## src/rtl/tw_shift_unit.sv

```systemverilog
module tw_shift_unit #(
  parameter int DW = 8,
  parameter int CW = 4
) (
  input  logic          clk,
  input  logic          rst_n,
  input  logic          scl_i,
  input  logic          sda_i,
  output logic          scl_pull_o,
  output logic          sda_pull_o,
  input  logic          sda_drive_en,
  input  logic          wr_data,
  input  logic [DW-1:0] wdata,
  output logic [DW-1:0] rdata,
  input  logic          wr_count,
  input  logic [CW:0]   count_preset,
  input  logic          clr_start,
  input  logic          clr_ovf,
  output logic          start_flag,
  output logic          ovf_flag,
  output logic          scl_level
);
  localparam int LIMIT = 1 << CW;

  logic [1:0]    scl_sync, sda_sync;
  logic          scl_d, sda_d;
  logic          scl_now, sda_now;
  logic          scl_rise, scl_fall, any_edge, start_det;
  logic [CW-1:0] cnt;
  logic [CW:0]   preset_eff, base, sum;
  logic          ovf_set, start_nx, ovf_nx, hold, hold_nx;
  logic [DW-1:0] sreg;
  logic          lat;

  assign scl_now   = scl_sync[1];
  assign sda_now   = sda_sync[1];
  assign scl_rise  = scl_now & ~scl_d;
  assign scl_fall  = ~scl_now & scl_d;
  assign any_edge  = scl_rise | scl_fall;
  assign start_det = scl_now & scl_d & sda_d & ~sda_now;
  assign scl_level = scl_now;

  always_ff @(posedge clk or negedge rst_n) begin
    if (!rst_n) begin
      scl_sync <= 2'b11;
      sda_sync <= 2'b11;
      scl_d    <= 1'b1;
      sda_d    <= 1'b1;
    end else begin
      scl_sync <= {scl_sync[0], scl_i};
      sda_sync <= {sda_sync[0], sda_i};
      scl_d    <= scl_now;
      sda_d    <= sda_now;
    end
  end

  always_comb begin
    if (count_preset == '0 || count_preset > (CW+1)'(LIMIT))
      preset_eff = (CW+1)'(LIMIT);
    else
      preset_eff = count_preset;
  end

  assign base     = (CW+1)'(LIMIT) - preset_eff;
  assign sum      = (wr_count ? base : {1'b0, cnt}) + {{CW{1'b0}}, any_edge};
  assign ovf_set  = sum[CW];
  assign start_nx = start_det | (start_flag & ~clr_start);
  assign ovf_nx   = ovf_set | (ovf_flag & ~clr_ovf);
  assign hold_nx  = ((scl_fall & (start_flag | ovf_flag | ovf_set)) | hold)
                    & (start_nx | ovf_nx);

  always_ff @(posedge clk or negedge rst_n) begin
    if (!rst_n) begin
      cnt        <= '0;
      start_flag <= 1'b0;
      ovf_flag   <= 1'b0;
      hold       <= 1'b0;
    end else begin
      cnt        <= sum[CW-1:0];
      start_flag <= start_nx;
      ovf_flag   <= ovf_nx;
      hold       <= hold_nx;
    end
  end

  always_ff @(posedge clk or negedge rst_n) begin
    if (!rst_n) begin
      sreg <= '0;
      lat  <= 1'b1;
    end else begin
      if (wr_data)       sreg <= wdata;
      else if (scl_rise) sreg <= {sreg[DW-2:0], sda_now};
      if (wr_data && !scl_now) lat <= wdata[DW-1];
      else if (scl_fall)       lat <= sreg[DW-1];
    end
  end

  assign rdata      = sreg;
  assign scl_pull_o = hold;
  assign sda_pull_o = sda_drive_en & ~lat;

  assert_start_hold_R2: assert property (@(posedge clk) disable iff (!rst_n)
    (start_flag && scl_fall && !clr_start) |=> scl_pull_o);

  assert_start_release_R2: assert property (@(posedge clk) disable iff (!rst_n)
    ($fell(start_flag) && !ovf_flag) |-> !scl_pull_o);

  assert_ovf_on_edge_R3: assert property (@(posedge clk) disable iff (!rst_n)
    $rose(ovf_flag) |-> $past(scl_rise || scl_fall));

  assert_ovf_hold_R7: assert property (@(posedge clk) disable iff (!rst_n)
    (ovf_flag && scl_fall && !clr_ovf) |=> scl_pull_o);

  assert_sda_quiet_high_R6: assert property (@(posedge clk) disable iff (!rst_n)
    ($past(scl_now) && $stable(sda_drive_en)) |-> $stable(sda_pull_o));
endmodule

```

## config.mk

```make
export PLATFORM = sky130hd
export DESIGN_NAME = tw_shift_unit
export DESIGN_NICKNAME = d
export VERILOG_FILES = /design/src/rtl/tw_shift_unit.sv
export SDC_FILE = /design/constraint.sdc
export NUM_CORES = 1
export LEC_CHECK = 0
export BUFFER_PORTS_ARGS = -buffer_cell sky130_fd_sc_hd__buf_2
export CAP_MARGIN = 10
export CELL_PAD_IN_SITES_DETAIL_PLACEMENT = 1
export CELL_PAD_IN_SITES_GLOBAL_PLACEMENT = 2
export CORE_UTILIZATION = 27
export CTS_CLUSTER_SIZE = 16
export DETAILED_ROUTE_END_ITERATION = 12
export PLACE_DENSITY_LB_ADDON = 0.1
export SKIP_LAST_GASP = 1
export SYNTH_ARGS = -nofsm -noshare
export SYNTH_HDL_FRONTEND = slang
export SYNTH_SLANG_ARGS = --single-unit
```

## constraint.sdc

```tcl
create_clock -name clk -period 1.6 [get_ports clk]
set_input_delay 0.24 -clock clk [delete_from_list [all_inputs] [get_ports clk]]
set_output_delay 0.24 -clock clk [all_outputs]
set_load 0.02 [all_outputs]
```

# == After elaboration in Yosys (flattened, before gate mapping) ==
# Cells that the tools add are included.
# W data, S select, Z words.
# totals
reg_bits,22
n_memories,0
mem_bits_ro,0
out_inout_bits,13
ram_bits,0
elab_cells,48
latchBits,0
inputBits,22
# classes
multipliers,0
div_mod_pow,0
eq_ne,0
n_mux,6
magnitude_cmp,1
n_reduce_logical,6
n_shift,0
addsub,2
bitwise,23
# op_table
op,count
$mux W8,2
$and A1 B1 Y1,10
$mux W5,2
$or A1 B1 Y1,7
$not A1 Y1,6
$add A5 B1 Y5,1
$gt A5 B5 Y1 const B,1
$logic_not A5 Y1,1
$sub A5 B5 Y5 const A,1
$reduce_bool A2 Y1,2
$mux W1,2
$logic_and A1 B1 Y1,1
$logic_not A1 Y1,1
$logic_or A1 B1 Y1,1

# == Longest topological paths before layout ==
# depth
word_depth,10
ltp_mapped,10
mapped_depth_nobuf,10

# == Worst setup path after synthesis ==
# Ideal clock, no wire load.
# synth_path
kind,in2reg
startpoint,input port count_preset[0]
endpoint,register ovf_flag
path_stages,10
arrival_ps,2321
path_buffers,0
required_ps,1473
setup_time_ps,127
setup_slack_ps,-848
cell_sequence,or4_4 ha_1 inv_1 nand2_1 ha_1 mux2_1 ha_1 o211ai_2 xor2_1 o21ai_1
# synth_between
elab_chain_len,7
elab_cells_between_ends,8
cone_classes,add/sub (2); order compare (1); mux (2); bitwise (1); reduce/logical (2)
# synth_rtl
item,line,text
start: declaration,16,"input logic [CW:0] count_preset,"
$gt A5 B5 Y1 / $logic_not A5 Y1 (equally long branches),58,if (count_preset == '0 || count_preset > (CW+1)'(LIMIT))
$logic_or A1 B1 Y1,58,
$mux W5 (*),58,
$sub A5 B5 Y5 (*),64,assign base = (CW+1)'(LIMIT) - preset_eff;
$mux W5 (*),65,"assign sum = (wr_count ? base : {1'b0, cnt}) + {{CW{1'b0}}, any_edge};"
$add A5 B1 Y5 (*),65,
$or A1 B1 Y1 (*),68,assign ovf_nx = ovf_set | (ovf_flag & ~clr_ovf);
via ovf_nx,31,"logic ovf_set, start_nx, ovf_nx, hold, hold_nx;"
end signal: assignment,81,ovf_flag <= ovf_nx;
end: declaration,20,"output logic ovf_flag,"
# Mark *: on every way through the listed nets, which the timed path passes. The rest lies on a longest branch.
# A chain may end at the register's enable or synchronous reset.

# == Final worst setup path ==
# layout_path
startpoint,input port count_preset[1]
endpoint,register hold (netlist: scl_pull_o)
# layout_between
elab_chain_len,10
elab_cells_between_ends,13
cone_classes,add/sub (2); order compare (1); mux (2); bitwise (6); reduce/logical (2)
# layout_rtl
item,line,text
$gt A5 B5 Y1 / $logic_not A5 Y1 (equally long branches),58,
$logic_or A1 B1 Y1,58,
$mux W5 (*),58,
$sub A5 B5 Y5 (*),64,
$mux W5 (*),65,
$add A5 B1 Y5 (*),65,
$or A1 B1 Y1,69,assign hold_nx = ((scl_fall & (start_flag | ovf_flag | ovf_set)) | hold)
$and A1 B1 Y1,69,
$or A1 B1 Y1,69,
$and A1 B1 Y1 (*),70,& (start_nx | ovf_nx);
via hold_nx,31,
end signal: assignment,82,hold <= hold_nx;
end: declaration,31,
# Marked as above.

==> results.yml <==
outcome:
  outcome: "finished with violations"
  violations: "negative setup slack"
drt:
  drtIter0Drc: 17
  via_per_inst: 4.454
  drtPass1Iterations: 4
  route.detailed.drc: 0
  routed_wl_mm: 2.483
  drtAntennaViolNets: 0
  num_vias: 913
  avgRoutedWirePerCell_um: 12.11
critical_path:
  crit_arrival_ps: 2270
  critical_path_class: "input port to flop"
  timing.reg2reg.setup_slack_ps: -150
  crit_path_end_kind: "flop"
  start_kind: "input port"
  crit_fanout: 3
  cp.required_ps: 1740
yosys:
  synth_ff_type: "dfrtp_1"
  synth_area_leaders: "dfrtp_1 34%, dfstp_2 17%, mux2i_1 9.1%"
  synth_warnings: 0
  synth_seq_cells: 22
  async_flop_share_pct: 100.0
  ys_seq_area_share_pct: 51.03
  synth.top_cell.area_share_pct: 34.25
  synth_largest_area_cell: "dfrtp_1"
  synth_nets: 133
  avgSynthCellArea_um2: 10.54
  synth_edf_count: 0
  synthesis.area_um2: 1096
  synthCells: 104
  ys_types: 26
placement:
  placed_cells: 196
  place.gp.congestion: 0.7128
  pre_cts_ws_ps: -854.4
  placed_cell_area_um2: 1481
  numPortBuffers: 34
  dp_hpwl_mm: 1.900
floorplanning:
  ioPinCount: 35
  core_area_um2: 3771
  num_rows: 22
  dieArea_um2: 4318
  die_w_um: 65.72
  fp.dieH_um: 65.72
  initial_utilization_pct: 29.06
clock_network:
  cts.clk_slew.worst_paths_ps: 80
  root_buffer: "clkbuf_8"
  cts_tree: "done"
  clock_latency_ps: 250
  cts_buffers: 3
  htree_levels: 1
  clock_path_buffers: 2
  cts.sinks: 22
layout:
  final_common_cell: "buf_2"
  fin_nets: 187
  drive_gt1_share_pct: 49.04
  insertedDiodeCount: 0
  final_cell_mix: "32 x buf_2, 16 x buf_4, 15 x dfrtp_1"
  fin_util_pct: 43.20
  syn_to_final_growth_pct: 48.63
  final_cell_area_um2: 1629
  n_fill_cell: 420
  stdcell_count: 205
power:
  p_leak_nw: 0.8103
  power_mw: 1.481
  p_per_area_nw_per_um2: 909.1
  irDropWorstVdd_uv: 335.5
grt:
  grt_max_degree: 23
  grtUsageTotal_pct: 12.68
  grt-ovfl-total: 0
  gr-usage-met1_pct: 14.98
  use_met2_pct: 23.09
  grt_pass1_wl_mm: 4.209
  grt_pass1_vias: 977
  busiest_layer: "met2"
  grtUsageMet3_pct: 1.910
  grt_antenna_before_repair: 0
worst_hold_path:
  worstHoldPathType: "input port to flop"
job:
  cap_violations: 0
sta:
  slew_headroom_pct: 67.21
  worst_slew_pin_slew_ps: 491.9
  grt_setup_unrepaired: "yes"
  drv_slew: 0
  fin_tns_setup_ps: -2163
  min_period_ps: 2131
  max_freq_ghz: 0.4694
  period_share_pct: 133.2
  timing.final.ws_setup_ps: -530.5
  holdWs_ps: 74.38
  setup_viol: 6
  clock_skew_ps: 1.781
  hold_viol_final: 0
-- worst paths after layout --
path | start | to | depth (start not counted)
worst max register to register | scl_sync[1] | scl_pull_o | 8
worst min register to register | sda_sync[0] | sda_sync[1] | 0
worst min-delay path | scl_i | scl_sync[0] | 1
max in group asynchronous | rst_n | lat | 2
min in group asynchronous | rst_n | rdata[0] | 2
worst max-delay path | count_preset[1] | scl_pull_o | 11
-- per-layer routing --
metal / vias to the layer above / wire length [µm]
li1: 455 / -
met1: 437 / 1048
met2: 19 / 1329
met3: 2 / 88
met4: 0 / 16
met5: - / 0
-- critical path: stages --
cell,delay [ps]
buf_6,90
or4_4,540
ha_4,310
inv_4,50
nand2_4,70
ha_4,190
mux2_4,280
ha_4,170
o211ai_2,60
xor2_1,190
a21oi_1,90
-- sequential cells by signal (all words and copies together) (netlist names) --
signal      flops
rdata           8
cnt             4
scl_sync        2
sda_sync        2
lat             1
ovf_flag        1
scl_d           1
scl_pull_o      1
sda_d           1
start_flag      1
-- final cells by class --
| cell class | count | area [µm²] | share of cell area, % |
|---|---|---|---|
| tap | 48 | 60.06 | 3.687 |
| sequential | 22 | 559.3 | 34.33 |
| timing repair buffer | 53 | 344.1 | 21.12 |
| multi-input combinational | 66 | 563.0 | 34.56 |
| clock buffer | 4 | 55.05 | 3.379 |
| inverter | 12 | 47.55 | 2.919 |
-- cells by family (layout without fill, tap and decap cells) --
kind of cell | count (synthesis) | after routing | share of synthesized area, %
compound gates | 18 | 18 | 10.28
xor+xnor | 3 | 3 | 2.398
fa+ha+maj | 7 | 7 | 7.991
buf+inv | 16 | 69 | 5.593
flops | 22 | 22 | 51.03
mux | 11 | 11 | 10.16
simple gates | 27 | 27 | 12.56
-- synth_stat cells, types with 2 or more instances --
cell type  instances
dfstp_2            7
inv_1             12
ha_1               7
nor2b_1            4
mux2i_1           10
nand2_1           12
dfrtp_1           15
o21ai_0            8
o21ai_1            2
nor2_1             5
a21oi_1            2
clkbuf_1           3
xor2_1             3
nand2b_1           2
-- power breakdown --
group          leakage (nW)  internal, mW  switching (mW)  total (mW)
Combinational         0.523         0.208           0.207       0.415
Clock                0.0288         0.219           0.171       0.389
Sequential            0.258         0.638          0.0381       0.677
Total                 0.810          1.07           0.416        1.48
-- timing repair --
item,in CTS,in global routing
endpoints found under the setup margin,6,6
pin swaps,7,7
gates resized for setup,8,3
hold endpoints to repair,15,0
buffers inserted,0,4
hold buffers,1,0
Power figures use the tool's default switching activity.
